**src/rtl/mbox_pkg.sv**
```systemverilog
package mbox_pkg;
  parameter int unsigned CLR_LO_BIT = 4;  // clears lower half of inbound ports
  parameter int unsigned CLR_HI_BIT = 5;  // clears upper half of inbound ports

  function automatic int unsigned clr_bit_for(int unsigned idx, int unsigned n_ports);
    return (idx >= n_ports / 2) ? CLR_HI_BIT : CLR_LO_BIT;
  endfunction
endpackage

```
**src/rtl/mbox_decode.sv**
```systemverilog
module mbox_decode #(
  parameter int unsigned ADDR_W = 16,
  parameter int unsigned SEL_W = 2,
  parameter logic [ADDR_W-1:0] BASE_ADDR = 16'h00F4
) (
  input  logic [ADDR_W-1:0] addr_i,
  output logic              hit_o,
  output logic [SEL_W-1:0]  idx_o
);
  // window must be aligned to its size
  assign idx_o = addr_i[SEL_W-1:0];
  assign hit_o = (addr_i[ADDR_W-1:SEL_W] == BASE_ADDR[ADDR_W-1:SEL_W]);
endmodule

```
**src/rtl/mbox_clear.sv**
```systemverilog
module mbox_clear #(
  parameter int unsigned N_PORTS = 4,
  parameter int unsigned CTRL_W = 8
) (
  input  logic              ctrl_wr_i,
  input  logic [CTRL_W-1:0] ctrl_data_i,
  output logic [N_PORTS-1:0] clr_o
);
  for (genvar g = 0; g < N_PORTS; g++) begin : g_clr
    localparam int unsigned BIT = mbox_pkg::clr_bit_for(g, N_PORTS);
    assign clr_o[g] = ctrl_wr_i & ctrl_data_i[BIT];
  end
endmodule

```
**src/rtl/mbox_lane.sv**
```systemverilog
module mbox_lane #(
  parameter int unsigned DATA_W = 8
) (
  input  logic              clk_i,
  input  logic              rst_ni,
  input  logic              host_we_i,
  input  logic [DATA_W-1:0] host_wdata_i,
  input  logic              cop_we_i,
  input  logic [DATA_W-1:0] cop_wdata_i,
  input  logic              clr_i,
  output logic [DATA_W-1:0] in_q_o,
  output logic [DATA_W-1:0] out_q_o
);
  always_ff @(posedge clk_i or negedge rst_ni) begin
    if (!rst_ni) begin
      in_q_o <= '0;
    end else if (clr_i) begin
      in_q_o <= '0;  // clear beats a same-cycle host write
    end else if (host_we_i) begin
      in_q_o <= host_wdata_i;
    end
  end

  always_ff @(posedge clk_i or negedge rst_ni) begin
    if (!rst_ni) begin
      out_q_o <= '0;
    end else if (cop_we_i) begin
      out_q_o <= cop_wdata_i;
    end
  end
endmodule

```
**src/rtl/audio_mailbox.sv**
```systemverilog
module audio_mailbox #(
  parameter int unsigned N_PORTS = 4,
  parameter int unsigned DATA_W = 8,
  parameter int unsigned ADDR_W = 16,
  parameter int unsigned CTRL_W = 8,
  parameter logic [ADDR_W-1:0] BASE_ADDR = 16'h00F4,
  localparam int unsigned SEL_W = $clog2(N_PORTS)
) (
  input  logic              clk_i,
  input  logic              rst_ni,
  input  logic [ADDR_W-1:0] cop_addr_i,
  input  logic              cop_rd_i,
  input  logic              cop_wr_i,
  input  logic [DATA_W-1:0] cop_wdata_i,
  output logic [DATA_W-1:0] cop_rdata_o,
  output logic              cop_hit_o,
  input  logic [SEL_W-1:0]  host_sel_i,
  input  logic              host_rd_i,
  input  logic              host_wr_i,
  input  logic [DATA_W-1:0] host_wdata_i,
  output logic [DATA_W-1:0] host_rdata_o,
  input  logic              ctrl_wr_i,
  input  logic [CTRL_W-1:0] ctrl_data_i
);
  logic                             cop_hit;
  logic [SEL_W-1:0]                 cop_idx;
  logic [N_PORTS-1:0]               clr;
  logic [N_PORTS-1:0][DATA_W-1:0]   inb_q;
  logic [N_PORTS-1:0][DATA_W-1:0]   outb_q;

  mbox_decode #(
    .ADDR_W   (ADDR_W),
    .SEL_W    (SEL_W),
    .BASE_ADDR(BASE_ADDR)
  ) u_decode (
    .addr_i(cop_addr_i),
    .hit_o (cop_hit),
    .idx_o (cop_idx)
  );

  mbox_clear #(
    .N_PORTS(N_PORTS),
    .CTRL_W (CTRL_W)
  ) u_clear (
    .ctrl_wr_i  (ctrl_wr_i),
    .ctrl_data_i(ctrl_data_i),
    .clr_o      (clr)
  );

  for (genvar g = 0; g < N_PORTS; g++) begin : g_lane
    logic host_we, cop_we;
    assign host_we = host_wr_i && (host_sel_i == SEL_W'(g));
    assign cop_we  = cop_wr_i && cop_hit && (cop_idx == SEL_W'(g));

    mbox_lane #(.DATA_W(DATA_W)) u_lane (
      .clk_i       (clk_i),
      .rst_ni      (rst_ni),
      .host_we_i   (host_we),
      .host_wdata_i(host_wdata_i),
      .cop_we_i    (cop_we),
      .cop_wdata_i (cop_wdata_i),
      .clr_i       (clr[g]),
      .in_q_o      (inb_q[g]),
      .out_q_o     (outb_q[g])
    );
  end

  assign cop_hit_o    = cop_hit;
  assign cop_rdata_o  = (cop_rd_i && cop_hit) ? inb_q[cop_idx] : '0;
  assign host_rdata_o = host_rd_i ? outb_q[host_sel_i] : '0;
endmodule

```
**config.mk**
```make
export PLATFORM = sky130hd
export DESIGN_NAME = audio_mailbox
export DESIGN_NICKNAME = d
export VERILOG_FILES = /design/src/rtl/mbox_pkg.sv /design/src/rtl/mbox_decode.sv /design/src/rtl/mbox_clear.sv /design/src/rtl/mbox_lane.sv /design/src/rtl/audio_mailbox.sv
export SDC_FILE = /design/constraint.sdc
export NUM_CORES = 1
export LEC_CHECK = 0
export ABC_AREA = 1
export BUFFER_PORTS_ARGS = -buffer_cell sky130_fd_sc_hd__buf_2
export CAP_MARGIN = 20
export CORE_UTILIZATION = 50
export DETAILED_ROUTE_END_ITERATION = 10
export HOLD_SLACK_MARGIN = 0.06
export PLACE_DENSITY = 0.82
export SETUP_SLACK_MARGIN = 0.1
export SYNTH_ARGS = -nofsm -noshare
export SYNTH_HDL_FRONTEND = slang
export SYNTH_SLANG_ARGS = --single-unit
```
**constraint.sdc**
```tcl
create_clock -name clk_i -period 1 [get_ports clk_i]
set_clock_uncertainty 0.1 [all_clocks]
set_input_delay 0.2 -clock clk_i [delete_from_list [all_inputs] [get_ports clk_i]]
set_output_delay 0.2 -clock clk_i [all_outputs]
set_load 0.02 [all_outputs]
```
Word-level counts from Yosys, hierarchy flattened

Index checks and enable logic that the tools add are counted.

Order comparisons: 2
Equality and inequality tests: 7
Mux-type cells: 14
Bitwise logic cells: 2
Reduce and logical (&&, ||, !) cells: 16

Operators with widths:

| kind                | count |
|---|---|
| $mux 8              | 12 |
| $bmux 8 s2          | 2 |
| $eq 14x6->1 const B | 1 |
| $logic_and 1x1->1   | 10 |
| $eq 2x2->1 const B  | 4 |
| $reduce_bool 2->1   | 4 |
| $lt 2x3->1 const B  | 2 |
| $eq 2x1->1 const B  | 2 |
| $logic_not 2->1     | 2 |
| $and 1x1->1         | 2 |

Flip-flop bits (word level): 64
Input bits: 49
Word-level logic and storage cells: 49

Longest topological paths before layout

Gate-level depths: netlist of the first run.

Word-level depth: 4
Depth in mapped cells: 8
Depth with buffers taken out: 7

Modules after synthesis

Synthesis of the first run repeated with hierarchy kept, for this count alone.

Cell total of the unflattened synthesis: 453
Area total of the unflattened synthesis: 3420.8 um^2

By module, submodules not included:

| module        | instances | cells each | area an instance (um^2) | seq. area each (um^2) |
|---|---|---|---|---|
| mbox_lane     | 4         | 68         | 646.9                   | 400.4 |
| audio_mailbox | 1         | 154        | 713.2                   | 0.0 |
| mbox_decode   | 1         | 21         | 90.1                    | 0.0 |
| mbox_clear    | 1         | 6          | 30.0                    | 0.0 |

Least setup slack after synthesis of the first run

OpenSTA, ideal clock, no wires.

Kind: input port to output port
Start: input port cop_addr_i[11]
End: output port cop_hit_o
Arrival time: 1.064 ns
Data required time: 0.700 ns
Setup slack: -0.364 ns
Cell stages on the path: 3
Buffers on the path: 0
Cells stage by stage: nor2_2 -> nand4_1 -> nor4_1

Word-level cells in the longest chain between the ends: 1

Ends and longest elaborated chain:

| item            | RTL line            | RTL |
|---|---|---|
| start, declared | audio_mailbox.sv:11 | `input logic [ADDR_W-1:0] cop_addr_i,` |
| $eq 14x6->1     | mbox_decode.sv:12   | `assign hit_o = (addr_i[ADDR_W-1:SEL_W] == BASE_ADDR[ADDR_W-1:SEL_W]);` |
| end, declared   | audio_mailbox.sv:16 | `output logic cop_hit_o,` |

No other way between the ends.

Worst setup path after layout of the first run

Start: register g_lane[3].u_lane.in_q_o[7]
End: output port cop_rdata_o[7]

Word-level cells in the longest chain between the ends: 3

Ends and longest elaborated chain:

| item                         | RTL line            | RTL |
|---|---|---|
| start, declared              | mbox_lane.sv:11     | `output logic [DATA_W-1:0] in_q_o,` |
| start signal, assigned       | mbox_lane.sv:20     | `in_q_o <= host_wdata_i;` |
| $bmux 8 s2                   | audio_mailbox.sv:69 | `assign cop_rdata_o = (cop_rd_i && cop_hit) ? inb_q[cop_idx] : '0;` |
| $mux 8 (implied by the code) | audio_mailbox.sv:69 |  |
| $mux 8                       | audio_mailbox.sv:69 |  |
| end, declared                | audio_mailbox.sv:15 | `output logic [DATA_W-1:0] cop_rdata_o,` |

No other way between the ends. The select of a mux whose other input is x is not followed.

==> run summary, run 1 <==
The area growth from synthesis to final layout is 52.6%. The largest net degree at the start of global routing is 65. The CTS buffer count is 9.

The starting utilization of the core area came out at 52.7%. Global routing used 28.4% of the available tracks across all layers. The clock net in this run drives a total of 64 sinks.

The site row count is 29. The via count of the first global-routing pass came out at 3,366. The number of antenna violations at the first check in global routing was 0. Wires add up to 11,700 µm. The layout net count came out at 617. The y dimension of the die came out at 84.5 µm. The worst slew slack as a fraction of its limit is 76.6%. The kind of critical path is reg2out. The maximum fanout count along the critical path came out at 2. The worst-skew pair later-pin latency came out at 350 ps.

The library cell with the highest instance count after synthesis is nand2_1. The clock-pin slew of the registers on the worst-case setup and hold paths is 80 ps. TritonCTS built the clock tree.

The final count of pins violating max slew came out at 0. In this run the count of I/O pins placed on the die edge is 66. The run finished, with violations left. The number of remaining DRC errors is 4.

When the netlist entered floorplanning its net count stood at 483. The transition time at the pin with the least slew margin came out at 350 ps. The smallest hold slack came out at 63.1 ps.

By count the netlist is led by nand2_1, dfrtp_1, inv_1. The checks that failed: design-rule violations, negative setup slack. The number of distinct standard cells referenced by the synthesized netlist is 24. Once routing completed, OpenROAD measured the worst setup slack at -581 ps.

Dividing total power by cell area gives a power density of 1310 mW/mm². After legalization and detailed placement, the total HPWL measured 6050 µm. The proportion of netlist area held by the largest area contributor came out at 47.0%. The antenna diode count came out at 0. Data arrives at the worst endpoint at 1280 ps.

The clock period minus worst slack came out at 1580 ps. Ranked by total cell area, the synthesized netlist is headed by dfrtp_1, nand2_1, nand4_1. IR analysis of the VDD net gives a maximum drop of 0.00101 V.

The first global-routing pass estimated 15,700 µm of wire. Derived from the worst setup path, the maximum achievable clock frequency is 0.633 GHz. The fraction of layout instances using a drive strength above 1 is 44.0%.

The critical path required time came out at 700 ps. In the synthesized netlist, the number of instances is 434. The number of iterations in the first detailed-routing pass is 8. The last weighted congestion value of the routability-driven placer is 0.830. Clock tree synthesis selected as its root buffer the cell clkbuf_8. In this run the number of H-tree levels came out at 3. The nature of the critical path endpoint is a primary output. The most used flip-flop cell after synthesis is dfrtp_1. The launching element type of the critical path is a flop.

The share of the clock period used by the worst path came out at 158%. The remaining global-route overflow came out at 0. The routed via count divided by cell count is 5.80. The die covers 0.00714 mm². The cell type with the highest aggregate area in the netlist is dfrtp_1.

The count of nets left with antenna violations once routing finished came out at 0. The via count came out at 3,770. Sequential cells were found to cover 47.0% of the synthesized design area. The number of inserted filler cells in the final layout came out at 385. The number of standard cells in the final layout excluding fillers came out at 650.

The number of hold violations in the final report is 0. The clock passes through at most 2 buffers. The number of enable flip-flop cells after synthesis is 0.

Including well taps, the total number of placed cells is 604. The netlist area before placement came out at 0.00340 mm². The sequential cell area in the final layout is 0.00160 mm². The count of synthesis-stage warnings from yosys came out at 0. The area of the multi-input gates came out at 0.00190 mm². The core box area came out at 0.00646 mm². Setup repair after global routing could not meet its margin everywhere.

The number of design-rule violations left by the first detailed-router iteration is 451. Buffers placed on the I/O ports in this run total 59. The number of failing setup endpoints in the final timing report is 49. In this run, synthesis produced a sequential element count of 64. The die is 84.5 µm wide. The leakage power is 2.69 nW. The share of async-settable or async-resettable flops after synthesis came out at 100%. The path class of the tightest hold or removal check is in2reg. Max-cap violations in this run came to 0. The post-detailed-route wirelength per cell came out at 18.0 µm. The average instance in the mapped netlist occupies 7.84 µm².
[power by group]
part | leakage (nW) | internal, W | total (W) | switching (W)
clock network | 0.109 | 0.00148 | 0.00259 | 0.00112
registers | 0.851 | 0.00277 | 0.00284 | 0.0000730
logic | 1.73 | 0.000547 | 0.00135 | 0.000802
[registers in the layout, indices dropped and copies added, names as in the netlist]
name                   cells
g_lane.u_lane.out_q_o     32
g_lane.u_lane.in_q_o      32
[repair_timing]
item,4_1_cts,5_1_grt
gates resized for setup,63,74
endpoints found under the setup margin,81,74
hold buffers,7,1
gates cloned,0,6
setup buffers,7,14
pin swaps,55,54
hold endpoints to repair,93,1
[routing by layer]
metal  part of all wire [%]  GRT usage, %
met5                      0             0
met4                    3.7          10.5
met3                    9.5          6.88
met2                     51          47.5
met1                     36          35.9
[through the flow]
stage | instance area (µm²) | setup TNS, ps | total power [W] | utilization (%) | setup slack, ps
6_report | 5190 | -11280 | 0.00678 | 80.4 | -581
5_1_grt | 5190 | -13550 | 0.00699 | 80.4 | -630
4_1_cts | 4780 | -10080 | 0.00652 | 74.0 | -544
3_5_place_dp | 4210 | -31970 | 0.00389 | 65.1 | -528
3_3_place_gp | 4210 | -29700 | 0.00385 | 65.1 | -486
2_1_floorplan | 3540 | -6760 | 0.00340 | - | -359
[cell usage in the layout, fill, tap and decap left out, drive strengths merged]
master       synthesis  layout
and2                 8       8
buf                  8     121
bufinv               0       2
clkbuf               3      12
clkinv               0       2
clkinvlp             0       2
dfrtp               64      64
dlygate4sd3          0       8
inv                 59      59
nand2              152     155
nand3                1       1
nand3b               1       1
nand4               46      46
nor2                42      42
nor3                 1       1
nor4                 1       1
o21ai               32      32
o22ai               16      16
[worst paths after layout]
path	from	to	slack, ps	cells past startpoint
setup / recovery	g_lane[3].u_lane.in_q_o[7]	cop_rdata_o[7]	-580	5
min in group asynchronous	rst_ni	g_lane[0].u_lane.out_q_o[1]	270	3
max in group asynchronous	rst_ni	g_lane[2].u_lane.in_q_o[2]	230	3
hold reg to reg	g_lane[0].u_lane.out_q_o[6]	g_lane[0].u_lane.out_q_o[6]	390	2
setup reg to reg	g_lane[3].u_lane.out_q_o[3]	g_lane[3].u_lane.out_q_o[3]	20	4
hold / removal	cop_wdata_i[6]	g_lane[2].u_lane.out_q_o[6]	60	3
[final cells by class]
cell class                 count  share of cell area, %
clock inverter                 6                   1.78
multi-input combinational    303                   36.5
sequential                    64                   30.8
inverter                      59                   5.32
clock buffer                  10                   2.65
timing repair buffer         131                   21.0
tap                           77                   1.85
[worst max-delay path, stage by stage (launching register included)]
cell and delay (ps):
dfrtp_1 370, inv_2 60, o22ai_2 170, nor2_2 60
nor2_1 110, buf_4 150
[cell families (layout without fill, tap and decap cells)]
group | Yosys count | in the layout | share of synthesized area (%)
and+or+nand+nor | 252 | 255 | 36.3
buffers and inverters | 70 | 206 | 9.04
DFF | 64 | 64 | 47.0
AOI/OAI and AO/OA | 48 | 48 | 7.64
(Power assumes the default switching activity.)
==> run 2, diff against run 1 <==
CORE_ASPECT_RATIO = 1.75   (was default)
CORE_UTILIZATION = 30   (was 50)
PLACE_DENSITY = 0.56   (was 0.82)
clock period = 1.4 ns   (was 1 ns; I/O delays follow)
==> run 2 against run 1 <==
  * Sequential cell count unchanged
  * Critical path type unchanged
  * First-iteration DRC count decreased by 47%
  * Combinational power decreased by 35%
  * Worst setup slack improved by 360 ps
  * Largest cell class unchanged
  * Final cell count increased by 6.0%
  * Total power decreased by 24%
  * Core utilization decreased by 36 points
  * The flow finishes with violations (negative setup slack)
  * Highest routed layer unchanged
==> run summary, run 2 (same netlist as run 1, synthesis figures left out) <==
The number of antenna violations at the first check in global routing was 0 (unchanged). The maximum vdd drop is 0.000713 V (-30%). The share of the clock period used by the worst path came out at 116%. The number of failing setup endpoints in the final timing report is 17 (-65%). The final count of pins violating max slew is 0 (unchanged). The core box area is 0.0111 mm² (+72%).

The worst-case clock buffer depth came out at 2 (unchanged). The die area came out at 0.0118 mm² (+65%). The flow ran to the end, but the final reports show violations. The leakage power came out at 2.57 nW (-4.4%). The number of inserted filler cells in the final layout is 1,123 (+190%). The critical path required time was 1020 ps (+320 ps). The CTS buffer count was 9 (unchanged).

The maximum fanout count along the critical path is 2 (unchanged). The post-detailed-route wirelength per cell came to 14.9 µm (-17%). The first-pass GRT wire length is 16,100 µm (+2.3%). The area growth from synthesis to final layout is 46.3%. The total power after layout is 0.00513 W (-24%). The remaining global-route overflow came out at 0 (unchanged). The total wire length came out at 10,300 µm (-12%). The fraction of layout instances using a drive strength above 1 came out at 37.2% (-6.8 points).

The worst slack at placement was -269 ps (+258 ps). The number of iterations in the first detailed-routing pass came out at 4 (-4). The number of hold violations in the final report came to 0 (unchanged). The slack of the critical path is -225 ps (+355 ps). The worst setup path is launched from a flop.

The number of sinks driven by the clock tree is 64 (unchanged). The final reports fail on negative setup slack. The number of design-rule violations left by the first detailed-router iteration is 241 (-47%). The layout net count is 601 (-2.6%). The worst slew slack as a fraction of its limit came out at 76.3% (-0.34 points). The count of H-tree levels built during CTS is 3 (unchanged). The root buffer selected by CTS is clkbuf_16. The clock period minus worst slack came out at 1630 ps. The last weighted congestion value of the routability-driven placer is 0.795 (-4.3%). The worst-skew pair later-pin latency is 330 ps (-20 ps). The total power per unit cell area came out at 1030 mW/mm² (-21%). The count of buffers inserted at the top-level ports came out at 59 (unchanged). The antenna diode count came out at 0 (unchanged).

The total negative setup slack is -2860 ps (+8420 ps). The transition time at the pin with the least slew margin came out at 355 ps (+5.05 ps). TritonCTS built the clock tree. The via count is 3,339 (-11%). The routed via count divided by cell count is 4.85 (-16%). The number of cells after detailed placement came out at 641 (+6.1%).

The most common cell after layout, fill and taps aside is nand2_1. The clock-pin slew of the registers on the worst-case setup and hold paths was 60 ps (-20 ps). The worst setup path is of the reg2out kind. The top cell types in the final layout, fill and taps aside, are nand2_1, dfrtp_1, nand4_1. The largest net degree at the start of global routing came to 65 (unchanged). The arrival time of data at the critical path endpoint came out at 1250 ps (-30 ps). The number of remaining DRC errors came to 0 (-4). The starting utilization of the core area is 30.7% (-22 points). In this run the worst hold path is classified as in2reg.

The count of antenna-violating nets left after detailed routing is 0 (unchanged). The number of standard cells in the final layout excluding fillers was 689 (+6.0%). The total track usage came out at 18.6% (-9.8 points). The smallest hold slack came out at 138 ps (+74.9 ps). The via count of the first global-routing pass came out at 3,331 (-1.0%). Setup repair after global routing could not meet its margin everywhere. In the final layout, the registers with the most flip-flops are g_lane.u_lane.in_q_o (32), g_lane.u_lane.out_q_o (32). The worst setup path is captured at a primary output. The post-detailed-placement half-perimeter wirelength is 6730 µm (+11%).

The site row count came out at 51 (+76%). The y dimension of the die came out at 143 µm (+69%). Based on the critical path, the design can be clocked at up to 0.615 GHz. The number of max-cap violations was 0 (unchanged).

The I/O pin count came out at 66 (unchanged). The overall die width is 82.5 µm (-2.3%).
-- run 2: changes by cell type in the layout (fill, tap and decap cells not counted), sizes merged --
cell	delta
nand2	-3
buf	-4
dlygate4sd3	-7
clkinvlp	+1
bufinv	-1
clkbuf	-3
inv	+1
-- run 2: worst paths after layout --
kind | start | endpoint | slack (ps) | depth (start not counted)
setup reg to reg | g_lane[1].u_lane.in_q_o[3] | g_lane[1].u_lane.in_q_o[3] | 130 | 8
setup / recovery | g_lane[3].u_lane.out_q_o[0] | host_rdata_o[0] | -230 | 4
hold reg to reg | g_lane[2].u_lane.out_q_o[0] | g_lane[2].u_lane.out_q_o[0] | 370 | 2
min in group asynchronous | rst_ni | g_lane[2].u_lane.in_q_o[5] | 380 | 3
max in group asynchronous | rst_ni | g_lane[2].u_lane.out_q_o[3] | 520 | 3
hold / removal | cop_wdata_i[2] | g_lane[0].u_lane.out_q_o[2] | 140 | 3
-- run 2: repair_timing --
item	CTS	global route
hold endpoints to repair	64	0
endpoints found under the setup margin	17	51
setup buffers	24	17
gates resized for setup	65	53
hold buffers	1	0
pin swaps	26	38
-- run 2: layout make-up --
cell class	instances	area [µm²]	share of cell area, %
clock inverter	7	71.3	1.43
multi-input combinational	300	1670	33.4
tap	132	165	3.32
timing repair buffer	118	1010	20.2
clock buffer	9	225	4.52
inverter	59	246	4.95
sequential	64	1600	32.2
-- run 2: routing by layer --
| layer | routed length [µm] | global-route usage [%] | up-vias | part of all wire (%) |
|---|---|---|---|---|
| li1 | - | - | 1646 | - |
| met3 | 594 | 3.39 | 14 | 5.8 |
| met4 | 196 | 7.80 | 0 | 1.9 |
| met2 | 5500 | 32.8 | 108 | 54 |
| met5 | 0 | 0 | - | 0 |
| met1 | 3960 | 21.5 | 1571 | 39 |
-- run 2: where the power goes --
group	leakage (nW)	internal, W	switching [W]	total [W]
registers	0.851	0.00198	0.0000421	0.00202
logic	1.58	0.000384	0.000493	0.000877
clock network	0.138	0.00138	0.000857	0.00223
total	2.57	0.00374	0.00139	0.00513
-- run 2: critical path: stages, from the launching register on --
cell and delay [ps]:
dfrtp_1 380, nand2_1 70, nand4_1 140, and2_4 190
buf_6 120
-- run 2: stage by stage --
stage / area (µm²) / utilization [%]
floorplan: 3410 / -
global placement: 4080 / 36.7
detailed placement: 4080 / 36.7
CTS: 4770 / 43.0
global route: 4980 / 44.9
finish: 4980 / 44.9
==> run 3, diff against run 2 <==
CORE_MARGIN = 10   (was default)
==> run 3 against run 2 <==
  * Final cell count rose by 0.15%
  * Highest routed layer unchanged
  * Core utilization rose by 0.73 points
  * Critical endpoint is now cop_rdata_o[1]
  * Non-clock buffer count rose by 1
  * Register-to-register slack improved by 70 ps
  * Combinational power fell by 6.8%
  * The flow still finishes with violations (negative setup slack)
==> run summary, run 3 (same netlist as run 1, synthesis figures left out) <==
The flow ran to the end, but the final reports show violations. The final reports fail on negative setup slack. The count of antenna-violating nets left after detailed routing is 0 (unchanged). The number of failing setup endpoints in the final timing report came to 17 (unchanged). The maximum clock rate came out at 0.624 GHz (+1.4%). The net switching share of the total power was 25.1% (-2.1 points). The first-pass GRT wire length came out at 17,300 µm (+7.8%). The critical path is of the in2out type. The number of hold violations in the final report was 0 (unchanged).

The capture instance of the worst register-to-register path is g_lane[2].u_lane.in_q_o[6]. The launching point of the worst reg2reg path is g_lane[2].u_lane.in_q_o[6]. The hold path depth is 3 (unchanged).

The via count came out at 3,394 (+1.6%). The largest registers in the layout are g_lane.u_lane.in_q_o (32), g_lane.u_lane.out_q_o (32). The core box area came out at 0.0111 mm² (unchanged). In this run the worst hold path is classified as in2reg. The number of remaining DRC errors is 0 (unchanged). The via count of the first global-routing pass was 3,421 (+2.7%). The clock network fraction of total power came out at 46.3% (+2.8 points). The final count of pins violating max slew is 0 (unchanged). The number of design-rule violations left by the first detailed-router iteration is 202 (-16%). Compared with the post-synthesis result, the final layout area differs by 48.7%. The worst hold path begins at cop_wdata_i[3].

The internal power component came to 0.00396 W (+5.9%). The I/O pin count came to 66 (unchanged). The worst-case clock buffer depth came out at 2 (unchanged).

TritonCTS built the clock tree. The post-detailed-placement half-perimeter wirelength is 7480 µm (+11%). The total power after layout came out at 0.00528 W (+3.0%).

The overall die width came out at 101 µm (+22%). The remaining global-route overflow is 0 (unchanged). The routed via count divided by cell count is 4.92 (+1.5%). STA classifies the critical path startpoint as a primary input. The clock period minus worst slack came out at 1600 ps (-22.6 ps). The last weighted congestion value of the routability-driven placer came out at 0.807 (+1.5%). The worst slew slack as a fraction of its limit came to 77.4% (+1.1 points). The count of buffers inserted at the top-level ports came out at 59 (unchanged).

The number of antenna violations at the first check in global routing is 0 (unchanged). The critical path required time is 1020 ps (about the same). The post-detailed-route wirelength per cell came out at 15.9 µm (+6.7%). The arrival time of data at the critical path endpoint is 1220 ps (-30 ps). The maximum vdd drop is 0.000601 V (-16%). The count of H-tree levels built during CTS was 3 (unchanged). The maximum fanout count along the critical path is 8 (+6). The layout net count came out at 602 (+0.17%).

The total power per unit cell area came out at 1040 mW/mm² (+1.3%). Leaving out fill and tap cells, the most frequent cell in the layout is nand2_1. The number of iterations in the first detailed-routing pass is 5 (+1). The number of sinks driven by the clock tree is 64 (unchanged). The number of max-cap violations is 0 (unchanged).

The total wire length came out at 10,900 µm (+6.8%). The slack of the critical path came out at -202 ps (+22.6 ps). The logic depth of the worst register-to-register path is 7 (-1).

The die area is 0.0162 mm² (+37%). The combinational group share of total power came to 15.5% (-1.6 points). The worst-skew pair later-pin latency came to 330 ps (about the same). The library cells used most frequently in the layout, excluding fill and tap cells, are nand2_1, dfrtp_1, buf_4. The worst setup path is captured at a primary output. The CTS buffer count is 9 (unchanged). The starting utilization of the core area was 30.7% (unchanged). The path with the worst hold slack has its endpoint at g_lane[0].u_lane.out_q_o[3]. The reg2reg setup slack came to 200 ps (+70 ps).

The switching power summed over all nets was 0.00132 W (-4.9%). The fraction of layout instances using a drive strength above 1 came out at 36.4% (-0.72 points). Setup repair after global routing could not meet its margin everywhere. The final core utilization is 45.6% (+0.73 points). Clock tree synthesis selected as its root buffer the cell clkbuf_16.

The clock-pin slew of the registers on the worst-case setup and hold paths is 50 ps (about the same). The site row count came out at 51 (unchanged). The share of the clock period used by the worst path is 114% (-1.6 points). The leakage power came out at 2.61 nW (+1.7%). The portion of total power attributed to sequential cells came out at 38.2% (-1.2 points). The y dimension of the die is 161 µm (+13%). The largest net degree at the start of global routing came out at 33 (-49%). The transition time at the pin with the least slew margin was 340 ps (-15.8 ps). The total track usage came out at 13.3% (-5.3 points).
==> run 3: worst max path at each step <==
stage	to	slack, ps	start	depth (start not counted)
floorplan	cop_rdata_o[0]	-120	cop_addr_i[11]	4
global placement	cop_rdata_o[5]	-220	cop_addr_i[9]	7
detailed placement	cop_rdata_o[3]	-250	cop_addr_i[11]	7
CTS	cop_rdata_o[3]	-190	cop_addr_i[12]	7
global route	cop_rdata_o[2]	-260	g_lane[1].u_lane.in_q_o[2]	5
finish	cop_rdata_o[1]	-200	cop_addr_i[13]	7
==> run 3: cell type report <==
class	instances	area, µm²
Fill cell	1122	6040
Multi-Input combinational cell	300	1680
Sequential cell	64	1600
Timing Repair Buffer	119	1040
Clock buffer	12	256
Inverter	59	244
Tap cell	132	165
Clock inverter	3	65.1
Antenna cell	1	2.50
==> run 3: routing by layer <==
layer	GRT usage, %	vias to the layer above	share of wire, %
met5	0	-	0
li1	-	1654	-
met2	22.4	129	52
met4	4.13	0	1.5
met1	15.7	1596	40
met3	3.65	15	6.6
==> run 3: power by group through the flow <==
stage	Sequential (W)	Clock, W	Combinational (W)
CTS	0.00202	0.00247	0.000791
detailed placement	0.00205	0	0.000665
global placement	0.00204	0	0.000654
finish	0.00202	0.00245	0.000817
floorplan	0.00203	0	0.000361
global route	0.00203	0.00257	0.000905
==> run 3: per-stage QoR <==
step / instance area (µm²) / worst slack, ps / hold slack, ps / std cells / TNS (ps)
after floorplan: 3410 / -119 / -116 / 434 / -948
after global placement: 4100 / -224 / 95.4 / 642 / -7480
after detailed placement: 4100 / -247 / 98.9 / 642 / -8450
after CTS: 4800 / -193 / 138 / 677 / -2840
after global routing: 5060 / -255 / 142 / 689 / -3600
final: 5060 / -202 / 142 / 690 / -2770
==> run 3: critical path, cell delays in order <==
cell and delay (ps):
buf_6 100, nor2_4 110, nand4_1 120, nand3b_1 200, buf_6 180, nor2_4 110, buf_6 120
==> run 3: repair_timing <==
item                                    4_1_cts  5_1_grt
hold buffers                                  1        0
pin swaps                                    25       32
gates resized for setup                      68       40
endpoints found under the setup margin       17       50
gates cloned                                  0        3
hold endpoints to repair                     35        0
setup buffers                                20       14
